$ cat config.mk
export PLATFORM = sky130hd
export DESIGN_NAME = pc_sequencer
export DESIGN_NICKNAME = d
export VERILOG_FILES = /design/src/rtl/pcs_pkg.sv /design/src/rtl/pcs_decode.sv /design/src/rtl/pcs_stack.sv /design/src/rtl/pcs_flagbank.sv /design/src/rtl/pc_sequencer.sv
export SDC_FILE = /design/constraint.sdc
export NUM_CORES = 1
export LEC_CHECK = 0
export ABC_AREA = 1
export BUFFER_PORTS_ARGS = -buffer_cell sky130_fd_sc_hd__clkbuf_2
export CAP_MARGIN = 20
export CELL_PAD_IN_SITES_DETAIL_PLACEMENT = 1
export CELL_PAD_IN_SITES_GLOBAL_PLACEMENT = 2
export CORE_MARGIN = 2
export CORE_UTILIZATION = 35
export CTS_CLUSTER_DIAMETER = 200
export DETAILED_ROUTE_END_ITERATION = 12
export PLACE_DENSITY = 0.92
export SYNTH_ARGS = -nofsm -noshare
export SYNTH_HDL_FRONTEND = slang
export SYNTH_SLANG_ARGS = --single-unit
$ cat constraint.sdc
create_clock -name clk -period 3.2 [get_ports clk]
set_clock_uncertainty 0.1 [all_clocks]
set_input_delay 0.64 -clock clk [delete_from_list [all_inputs] [get_ports clk]]
set_output_delay 0.64 -clock clk [all_outputs]
set_load 0.01 [all_outputs]
$ cat src/rtl/pcs_pkg.sv
package pcs_pkg;
  localparam int PC_W = 12;

  typedef enum logic [1:0] {
    MODE_NORM = 2'd0,
    MODE_IRQ  = 2'd1,
    MODE_NMI  = 2'd2
  } mode_e;

  typedef enum logic [2:0] {
    K_OTHER,
    K_BRANCH,
    K_CALL,
    K_JUMP,
    K_RET,
    K_RETI,
    K_STOP,
    K_WAIT
  } kind_e;

  typedef struct packed {
    logic [PC_W-1:0] pc;
    mode_e           mode;
  } frame_t;

  localparam logic [7:0] OPC_RET  = 8'hCD;
  localparam logic [7:0] OPC_RETI = 8'h4D;
  localparam logic [7:0] OPC_STOP = 8'h6D;
  localparam logic [7:0] OPC_WAIT = 8'hED;
endpackage

$ cat src/rtl/pcs_decode.sv
module pcs_decode
  import pcs_pkg::*;
(
  input  logic [7:0]      op_code,
  output kind_e           kind,
  output logic [PC_W-1:0] disp,
  output logic            flag_sel,
  output logic            polarity,
  output logic [3:0]      abs_hi
);
  localparam int DISP_W = 5;

  always_comb begin
    if (!op_code[0]) begin
      kind = K_BRANCH;
    end else if (op_code[2:0] == 3'b001) begin
      kind = op_code[3] ? K_JUMP : K_CALL;
    end else begin
      unique case (op_code)
        OPC_RET:  kind = K_RET;
        OPC_RETI: kind = K_RETI;
        OPC_STOP: kind = K_STOP;
        OPC_WAIT: kind = K_WAIT;
        default:  kind = K_OTHER;
      endcase
    end
  end

  assign disp     = {{(PC_W-DISP_W){op_code[7]}}, op_code[7:3]};
  assign flag_sel = op_code[1];
  assign polarity = op_code[2];
  assign abs_hi   = op_code[7:4];
endmodule

$ cat src/rtl/pcs_stack.sv
module pcs_stack
  import pcs_pkg::*;
#(
  parameter int DEPTH = 4
) (
  input  logic   clk,
  input  logic   rst_n,
  input  logic   push,
  input  logic   pop,
  input  frame_t wdata,
  output frame_t top,
  output logic   empty,
  output logic   full,
  output logic   err
);
  localparam int SP_W = $clog2(DEPTH + 1);

  logic [SP_W-1:0] sp_q, sp_d;
  logic            err_q, err_d;
  frame_t          mem_q [DEPTH];
  logic [DEPTH-1:0] wr_en;

  assign empty = (sp_q == '0);
  assign full  = (sp_q == SP_W'(DEPTH));

  always_comb begin
    sp_d  = sp_q;
    err_d = err_q;
    if (push) begin
      if (full) err_d = 1'b1;
      else      sp_d  = sp_q + 1'b1;
    end else if (pop) begin
      if (empty) err_d = 1'b1;
      else       sp_d  = sp_q - 1'b1;
    end
  end

  always_ff @(posedge clk or negedge rst_n) begin
    if (!rst_n) begin
      sp_q  <= '0;
      err_q <= 1'b0;
    end else begin
      sp_q  <= sp_d;
      err_q <= err_d;
    end
  end

  for (genvar g = 0; g < DEPTH; g++) begin : g_entry
    assign wr_en[g] = push && !full && (sp_q == SP_W'(g));
    always_ff @(posedge clk or negedge rst_n) begin
      if (!rst_n) begin
        mem_q[g] <= '0;
      end else if (wr_en[g]) begin
        mem_q[g] <= wdata;
      end
    end
  end

  always_comb begin
    top = '0;
    for (int i = 0; i < DEPTH; i++) begin
      if (sp_q == SP_W'(i + 1)) top = mem_q[i];
    end
  end

  assign err = err_q;
endmodule

$ cat src/rtl/pcs_flagbank.sv
module pcs_flagbank
  import pcs_pkg::*;
(
  input  logic  clk,
  input  logic  rst_n,
  input  mode_e sel,
  input  logic  we,
  input  logic  c_in,
  input  logic  z_in,
  output logic  c_out,
  output logic  z_out
);
  localparam int NBANK = 3;

  logic [NBANK-1:0] c_q, z_q;

  for (genvar b = 0; b < NBANK; b++) begin : g_bank
    logic hit;
    assign hit = we && (sel == mode_e'(b));
    always_ff @(posedge clk or negedge rst_n) begin
      if (!rst_n) begin
        c_q[b] <= 1'b0;
        z_q[b] <= 1'b0;
      end else if (hit) begin
        c_q[b] <= c_in;
        z_q[b] <= z_in;
      end
    end
  end

  always_comb begin
    c_out = 1'b0;
    z_out = 1'b0;
    for (int i = 0; i < NBANK; i++) begin
      if (sel == mode_e'(i)) begin
        c_out = c_q[i];
        z_out = z_q[i];
      end
    end
  end
endmodule

$ cat src/rtl/pc_sequencer.sv
module pc_sequencer
  import pcs_pkg::*;
#(
  parameter int              DEPTH     = 4,
  parameter logic [PC_W-1:0] RESET_VEC = 12'h000,
  parameter logic [PC_W-1:0] IRQ_VEC   = 12'hFF4,
  parameter logic [PC_W-1:0] NMI_VEC   = 12'hFFC
) (
  input  logic            clk,
  input  logic            rst_n,
  input  logic            op_valid,
  input  logic [7:0]      op_code,
  input  logic [7:0]      op_arg,
  input  logic [1:0]      op_len,
  input  logic            alu_flag_we,
  input  logic            alu_c,
  input  logic            alu_z,
  input  logic            irq,
  input  logic            nmi,
  output logic [PC_W-1:0] fetch_addr,
  output logic            flag_c,
  output logic            flag_z,
  output logic [1:0]      mode,
  output logic            halted,
  output logic            clk_stop,
  output logic            stack_err
);
  logic [PC_W-1:0] pc_q, pc_d;
  mode_e           mode_q, mode_d;
  logic            halt_q, halt_d;
  logic            stop_q, stop_d;

  kind_e           kind;
  logic [PC_W-1:0] disp;
  logic            flag_sel, polarity;
  logic [3:0]      abs_hi;

  logic            push, pop;
  frame_t          push_frame, top;
  logic            stk_empty, stk_full;
  logic            cur_c, cur_z;
  logic            flag_we;

  logic            take_nmi, take_irq, exec, br_taken;
  logic [PC_W-1:0] seq1, seq2, abs_tgt;

  pcs_decode u_dec (
    .op_code  (op_code),
    .kind     (kind),
    .disp     (disp),
    .flag_sel (flag_sel),
    .polarity (polarity),
    .abs_hi   (abs_hi)
  );

  pcs_stack #(.DEPTH(DEPTH)) u_stk (
    .clk   (clk),
    .rst_n (rst_n),
    .push  (push),
    .pop   (pop),
    .wdata (push_frame),
    .top   (top),
    .empty (stk_empty),
    .full  (stk_full),
    .err   (stack_err)
  );

  pcs_flagbank u_flg (
    .clk   (clk),
    .rst_n (rst_n),
    .sel   (mode_q),
    .we    (flag_we),
    .c_in  (alu_c),
    .z_in  (alu_z),
    .c_out (cur_c),
    .z_out (cur_z)
  );

  assign take_nmi = nmi && (mode_q != MODE_NMI);
  assign take_irq = irq && (mode_q == MODE_NORM) && !take_nmi;
  assign exec     = op_valid && !halt_q && !take_nmi && !take_irq;
  assign seq1     = pc_q + PC_W'(1);
  assign seq2     = pc_q + PC_W'(2);
  assign abs_tgt  = {abs_hi, op_arg};
  assign br_taken = ((flag_sel ? cur_c : cur_z) == polarity);

  always_comb begin
    pc_d       = pc_q;
    mode_d     = mode_q;
    halt_d     = halt_q;
    stop_d     = stop_q;
    push       = 1'b0;
    pop        = 1'b0;
    push_frame = '{pc: pc_q, mode: mode_q};
    flag_we    = 1'b0;
    if (take_nmi || take_irq) begin
      push   = 1'b1;
      pc_d   = take_nmi ? NMI_VEC : IRQ_VEC;
      mode_d = take_nmi ? MODE_NMI : MODE_IRQ;
      halt_d = 1'b0;
      stop_d = 1'b0;
    end else if (exec) begin
      flag_we = alu_flag_we;
      unique case (kind)
        K_BRANCH: pc_d = br_taken ? (seq1 + disp) : seq1;
        K_CALL: begin
          push          = 1'b1;
          push_frame.pc = seq2;
          pc_d          = abs_tgt;
        end
        K_JUMP: pc_d = abs_tgt;
        K_RET: begin
          pop  = 1'b1;
          pc_d = stk_empty ? seq1 : top.pc;
        end
        K_RETI: begin
          pop = 1'b1;
          if (stk_empty) begin
            pc_d = seq1;
          end else begin
            pc_d   = top.pc;
            mode_d = top.mode;
          end
        end
        K_STOP: begin
          pc_d   = seq1;
          halt_d = 1'b1;
          stop_d = 1'b1;
        end
        K_WAIT: begin
          pc_d   = seq1;
          halt_d = 1'b1;
        end
        default: pc_d = pc_q + PC_W'(op_len);
      endcase
    end
  end

  always_ff @(posedge clk or negedge rst_n) begin
    if (!rst_n) begin
      pc_q   <= RESET_VEC;
      mode_q <= MODE_NORM;
      halt_q <= 1'b0;
      stop_q <= 1'b0;
    end else begin
      pc_q   <= pc_d;
      mode_q <= mode_d;
      halt_q <= halt_d;
      stop_q <= stop_d;
    end
  end

  assign fetch_addr = pc_q;
  assign flag_c     = cur_c;
  assign flag_z     = cur_z;
  assign mode       = mode_q;
  assign halted     = halt_q;
  assign clk_stop   = stop_q;
endmodule

After elaboration in Yosys (flattened, before gate mapping)
Index checks and enable logic that the tools add are counted.

storage, ports and cells
  register bits after elaboration = 82
  output and inout port bits = 19
  logic and storage cells = 136

operators by class
  $add $sub $neg = 6
  equal/unequal tests = 24
  multiplexer cells = 51
  reductions and logical operators = 35

operator list
  operator                                        count
  2-to-1 mux 12 bit                               7
  2-to-1 mux 14 bit                               4
  case mux 12 bit (4 select lines)                1
  2-to-1 mux 1 bit                                26
  2-to-1 mux 3 bit                                6
  == test 8 x 7 -> 1 bit (second input constant)  2
  == test 8 bit (second input constant)           2
  == test 3 bit (second input constant)           5
  logical AND 1 bit                               14
  adder 12 x 1 -> 12 bit (second input constant)  1
  adder 12 bit                                    1
  adder 12 x 2 -> 12 bit                          1
  adder 12 x 2 -> 12 bit (second input constant)  1
  == test 3 x 2 -> 1 bit (second input constant)  4
  case mux 3 bit (4 select lines)                 1
  nonzero test 2 bit                              6
  2-to-1 mux 2 bit                                5
  == test 3 x 1 -> 1 bit (second input constant)  3
  AND reduction 3 bit                             3
  != test 2 bit (second input constant)           3
  OR reduction 2 bit                              3
  logical NOT 1 bit                               4
  2-to-1 mux 4 bit                                1
  != test 2 x 1 -> 1 bit (second input constant)  2
  9 further kinds                                 10

Logic depth before layout (Yosys ltp)
  depth in word-level cells = 11
  depth in mapped cells = 20
  mapped depth without buffers = 20

Hierarchy
Synthesis repeated with hierarchy kept, for this count alone.

unflattened totals
  cells, all modules = 906
  area, all modules = 6252.2 µm²

modules (own cells, without submodules)
  module        instances  cells each  area an instance (µm²)
  pcs_stack     1          394         3069.2
  pc_sequencer  1          439         2658.8
  pcs_flagbank  1          39          312.8
  pcs_decode    1          34          211.5

Least setup slack after synthesis
OpenSTA, ideal clock, no wires.

  path type = reg-to-reg
  start = register pc_q[6], in the netlist fetch_addr[6]
  end = register pc_q[10], in the netlist fetch_addr[10]
  setup time = 113 ps
  arrival = 2627 ps
  setup slack = 360 ps
  stages on the path, launching flop included = 21
  cells stage by stage = dfrtp_1 > clkbuf_1 > nand2_1 > nor2_1 > nand2_1 > nor2_1 > nand2_1 > xor2_1 > inv_1 > ha_1 > inv_1 > nor3_1 > nand3_1 > nand3_1 > nor2_1 > nor2_1 > nand2_1 > nand3_1 > nand3_1 > nand2_1 > inv_1

between the ends
  cells in the longest elaborated chain, start to end = 6
  elaborated cells between the ends (all ways) = 8
  classes of those cells = add/sub: 3; mux: 5

RTL lines
  what                                line                 source
  start, declared                     pc_sequencer.sv:28   logic [PC_W-1:0] pc_q, pc_d;
  start signal, assigned              pc_sequencer.sv:146  pc_q <= pc_d;
  adder 12 x 1 -> 12 bit              pc_sequencer.sv:82   assign seq1 = pc_q + PC_W'(1);
  adder 12 bit                        pc_sequencer.sv:105  K_BRANCH: pc_d = br_taken ? (seq1 + disp) : seq1;
  2-to-1 mux 12 bit                   pc_sequencer.sv:105
  case mux 12 bit (4 select lines) *  pc_sequencer.sv:104  unique case (kind)
  2-to-1 mux 12 bit *                 pc_sequencer.sv:102  end else if (exec) begin
  2-to-1 mux 12 bit *                 pc_sequencer.sv:96   if (take_nmi || take_irq) begin

Every way passes the cells marked *; elsewhere a longest branch is shown, timed or not. The select of a mux whose other input is x is not followed.
A chain may end at the register's enable or synchronous reset.

Worst setup path after layout
  start = register pc_q[0], in the netlist fetch_addr[0]
  end = register pc_q[6], in the netlist fetch_addr[6]

Same word-level chain as after synthesis.

==> flow_metrics.tcl <==
set metrics [dict create \
    ios 45 \
    gr-usage-met1 0.314 \
    fin_crit_ns 2.93 \
    final_antenna_net_count 0 \
    place_inst 1084 \
    antenna_found_initial 0 \
    synthCells 818 \
    max_slew.worst_pin.slew_ns 0.711 \
    syn_nets 870 \
    final-hold-violation-count 0 \
    r2r-start "fetch_addr[0]$_DFFE_PN0P_" \
    ys_warn_count 0 \
    max_clock_freq_mhz 341 \
    floorplan.rows 47 \
    overflow 0 \
    final_nets 927 \
    area_growth_pct 15.1 \
    busiest_layer "met2" \
    grt_util_met3 0.0372 \
    port_buffers 44 \
    synth_area_mm2 0.00579 \
    grt_setup_unrepaired "false" \
    seqCellArea_mm2 0.00205 \
    cts_buffer_depth 2 \
    required_ns 3.34 \
    floorplan.core_area_mm2 0.0164 \
    drt_iter0_drc 377 \
    status "finished clean" \
    reg2reg_slack_ns 0.27 \
    via_count 5628 \
    synth.distinct_cells 37 \
    drv_slew 0 \
    grt_max_degree 83 \
    critPathMaxFanout 11 \
    die_h_um 133 \
    fillers 2108 \
    drt-total-wl_um 19500 \
    vdd_ir_drop_max_mv 0.282 \
    met2_usage 0.371 \
    layout.cells.non_filler 1100 \
    power_density_mw_per_mm2 1010 \
    gp_congestion 0.894 \
    htree_levels 3 \
    hp-class "in -> async" \
    startpoint_type "register" \
    worstRegToRegCells 15 \
    grt_pass1_wl_um 32100 \
    cp_data_arrival_time_ns 3.07 \
    initial_utilization 0.353 \
    seq_area_frac_synth 0.354 \
    drc 0 \
    r2r_end "fetch_addr[6]$_DFFE_PN0P_" \
    multi_input_area_mm2 0.00316 \
    final_core_util 0.406 \
    whs_ns 0.215 \
    max-slew-margin-rel 0.521 \
    maxCapViolCount 0 \
    die-area_mm2 0.0176 \
    clkTransAtPathRegs_ns 0.07 \
    worst-setup-path-type "reg -> reg" \
    grt_pass1_vias 5873 \
    vias_per_cell 5.12 \
    drt-wirelength-per-cell_um 17.7 \
    setup_violations 0 \
    clock_sinks 82 \
    fin_crit_sh 0.917 \
    clock_latency_ns 0.34 \
    antenna_cells 0 \
    ys_ff_latch 82 \
    drive_gt1_frac 0.132 \
    cts_tree "done" \
    setup_tns_ns 0 \
    dr.pass1.iters 5 \
    hpwlAfterDp_um 15100 \
    synth_area_per_cell_um2 7.08 \
    cp-end-kind "register" \
    leakage_uw 0.00335 \
    cts_setup_buffers 0 \
    finalPower_uw 6710 \
    cts-root-buf "clkbuf_16" \
    die_w_um 133 \
    track_usage 0.231 \
    cts_made_buffers 9 \
]
## cell families (layout without fill, tap and decap cells)
logic type / Yosys count / count (layout) / synth area share
AO/OA/AOI/OAI: 173 / 173 / 0.168
adder cells (fa/ha/maj): 26 / 26 / 0.0588
flip-flops: 82 / 82 / 0.354
AND/OR/NAND/NOR: 370 / 370 / 0.274
buffers and inverters: 137 / 199 / 0.0994
XOR/XNOR: 30 / 30 / 0.0454
## report_power, final
group	switching [µW]	internal, µW	total (µW)
logic	2550	1260	3810
registers	299	1520	1820
clock network	455	628	1080
## how the worst max path moves through the flow
stage / startpoint / to / slack (ns) / depth (start not counted)
global placement: fetch_addr[0]$_DFFE_PN0P_ / fetch_addr[7]$_DFFE_PN0P_ / 0.25 / 16
floorplan: fetch_addr[6]$_DFFE_PN0P_ / fetch_addr[10]$_DFFE_PN0P_ / 0.36 / 20
CTS: fetch_addr[0]$_DFFE_PN0P_ / fetch_addr[11]$_DFFE_PN0P_ / 0.15 / 19
finish: fetch_addr[0]$_DFFE_PN0P_ / fetch_addr[6]$_DFFE_PN0P_ / 0.27 / 15
detailed placement: fetch_addr[0]$_DFFE_PN0P_ / fetch_addr[11]$_DFFE_PN0P_ / 0.18 / 19
global route: fetch_addr[4]$_DFFE_PN0P_ / fetch_addr[11]$_DFFE_PN0P_ / 0.009 / 18
## flip-flops by register name, indices dropped and copies added (netlist names)
register     count
clk_stop         1
fetch_addr      12
halted           1
mode             2
u_flg.c_q        3
u_flg.z_q        3
u_stk.err        1
u_stk.mem_q     56
u_stk.sp_q       3
## critical path, cell delays in order (launching register included)
cell	delay, ns
dfrtp_2	0.51
ha_1	0.25
inv_1	0.06
nor2_1	0.19
xor2_1	0.22
inv_1	0.12
ha_1	0.38
nand2_1	0.11
o21bai_1	0.23
a21oi_1	0.08
xor2_1	0.15
nand2_1	0.07
o211ai_1	0.14
nand3_1	0.11
nand2_1	0.07
inv_1	0.04
## metal layers
| metal | vias up | wire length [µm] | part of all wire |
|---|---|---|---|
| met1 | 2706 | 9060 | 0.46 |
| li1 | 2752 | - | - |
| met3 | 44 | 770 | 0.039 |
| met5 | - | 0 | 0 |
| met4 | 0 | 587 | 0.030 |
| met2 | 126 | 9090 | 0.47 |
## Yosys cell counts (all sizes together)
master	instances	area (µm²)
ha	24	300
buf	17	120
a21o	2	15.0
a22oi	14	105
inv	109	414
nor3	3	15.0
o211ai	11	82.6
xor2	25	219
fa	2	40.0
o21ai	92	468
o22ai	4	25.0
a31oi	4	25.0
nand4	14	87.6
nand2	246	948
nor2	63	289
dfrtp	82	2050
nand3	42	235
o21bai	5	37.5
a21oi	40	208
or2	1	6.26
o31ai	1	7.51
nor4	1	6.26
xnor2	5	43.8
clkbuf	11	41.3
## cell type report
cell class,instances,share of cell area
clock buffers,10,0.0358
clock inverters,6,0.00938
inverters,109,0.0621
multi-input cells,599,0.474
flip-flops and latches,82,0.308
well taps,220,0.0413
repair buffers,74,0.0690
## through the flow
step	area (µm²)	setup slack [ns]
after CTS	6670	0.150
after global routing	6670	0.00869
after floorplan	5790	0.360
final	6670	0.266
after detailed placement	6370	0.180
after global placement	6370	0.254
## repair_timing
| action | 4_1_cts | 5_1_grt |
|---|---|---|
| hold buffers | 0 | 0 |
| gates resized for setup | 0 | 2 |
| setup endpoints to repair | 0 | 6 |
## placed cells by master (no fill, tap or decap), drive strengths merged
master	count
a21o	2
a21oi	40
a22oi	14
a31oi	4
buf	31
bufinv	1
clkbuf	53
clkinv	3
dfrtp	82
fa	2
ha	24
inv	111
nand2	246
nand3	42
nand4	14
nor2	63
nor3	3
nor4	1
o211ai	11
o21ai	92
o21bai	5
o22ai	4
o31ai	1
or2	1
xnor2	5
xor2	25
Power figures use the tool's default switching activity.
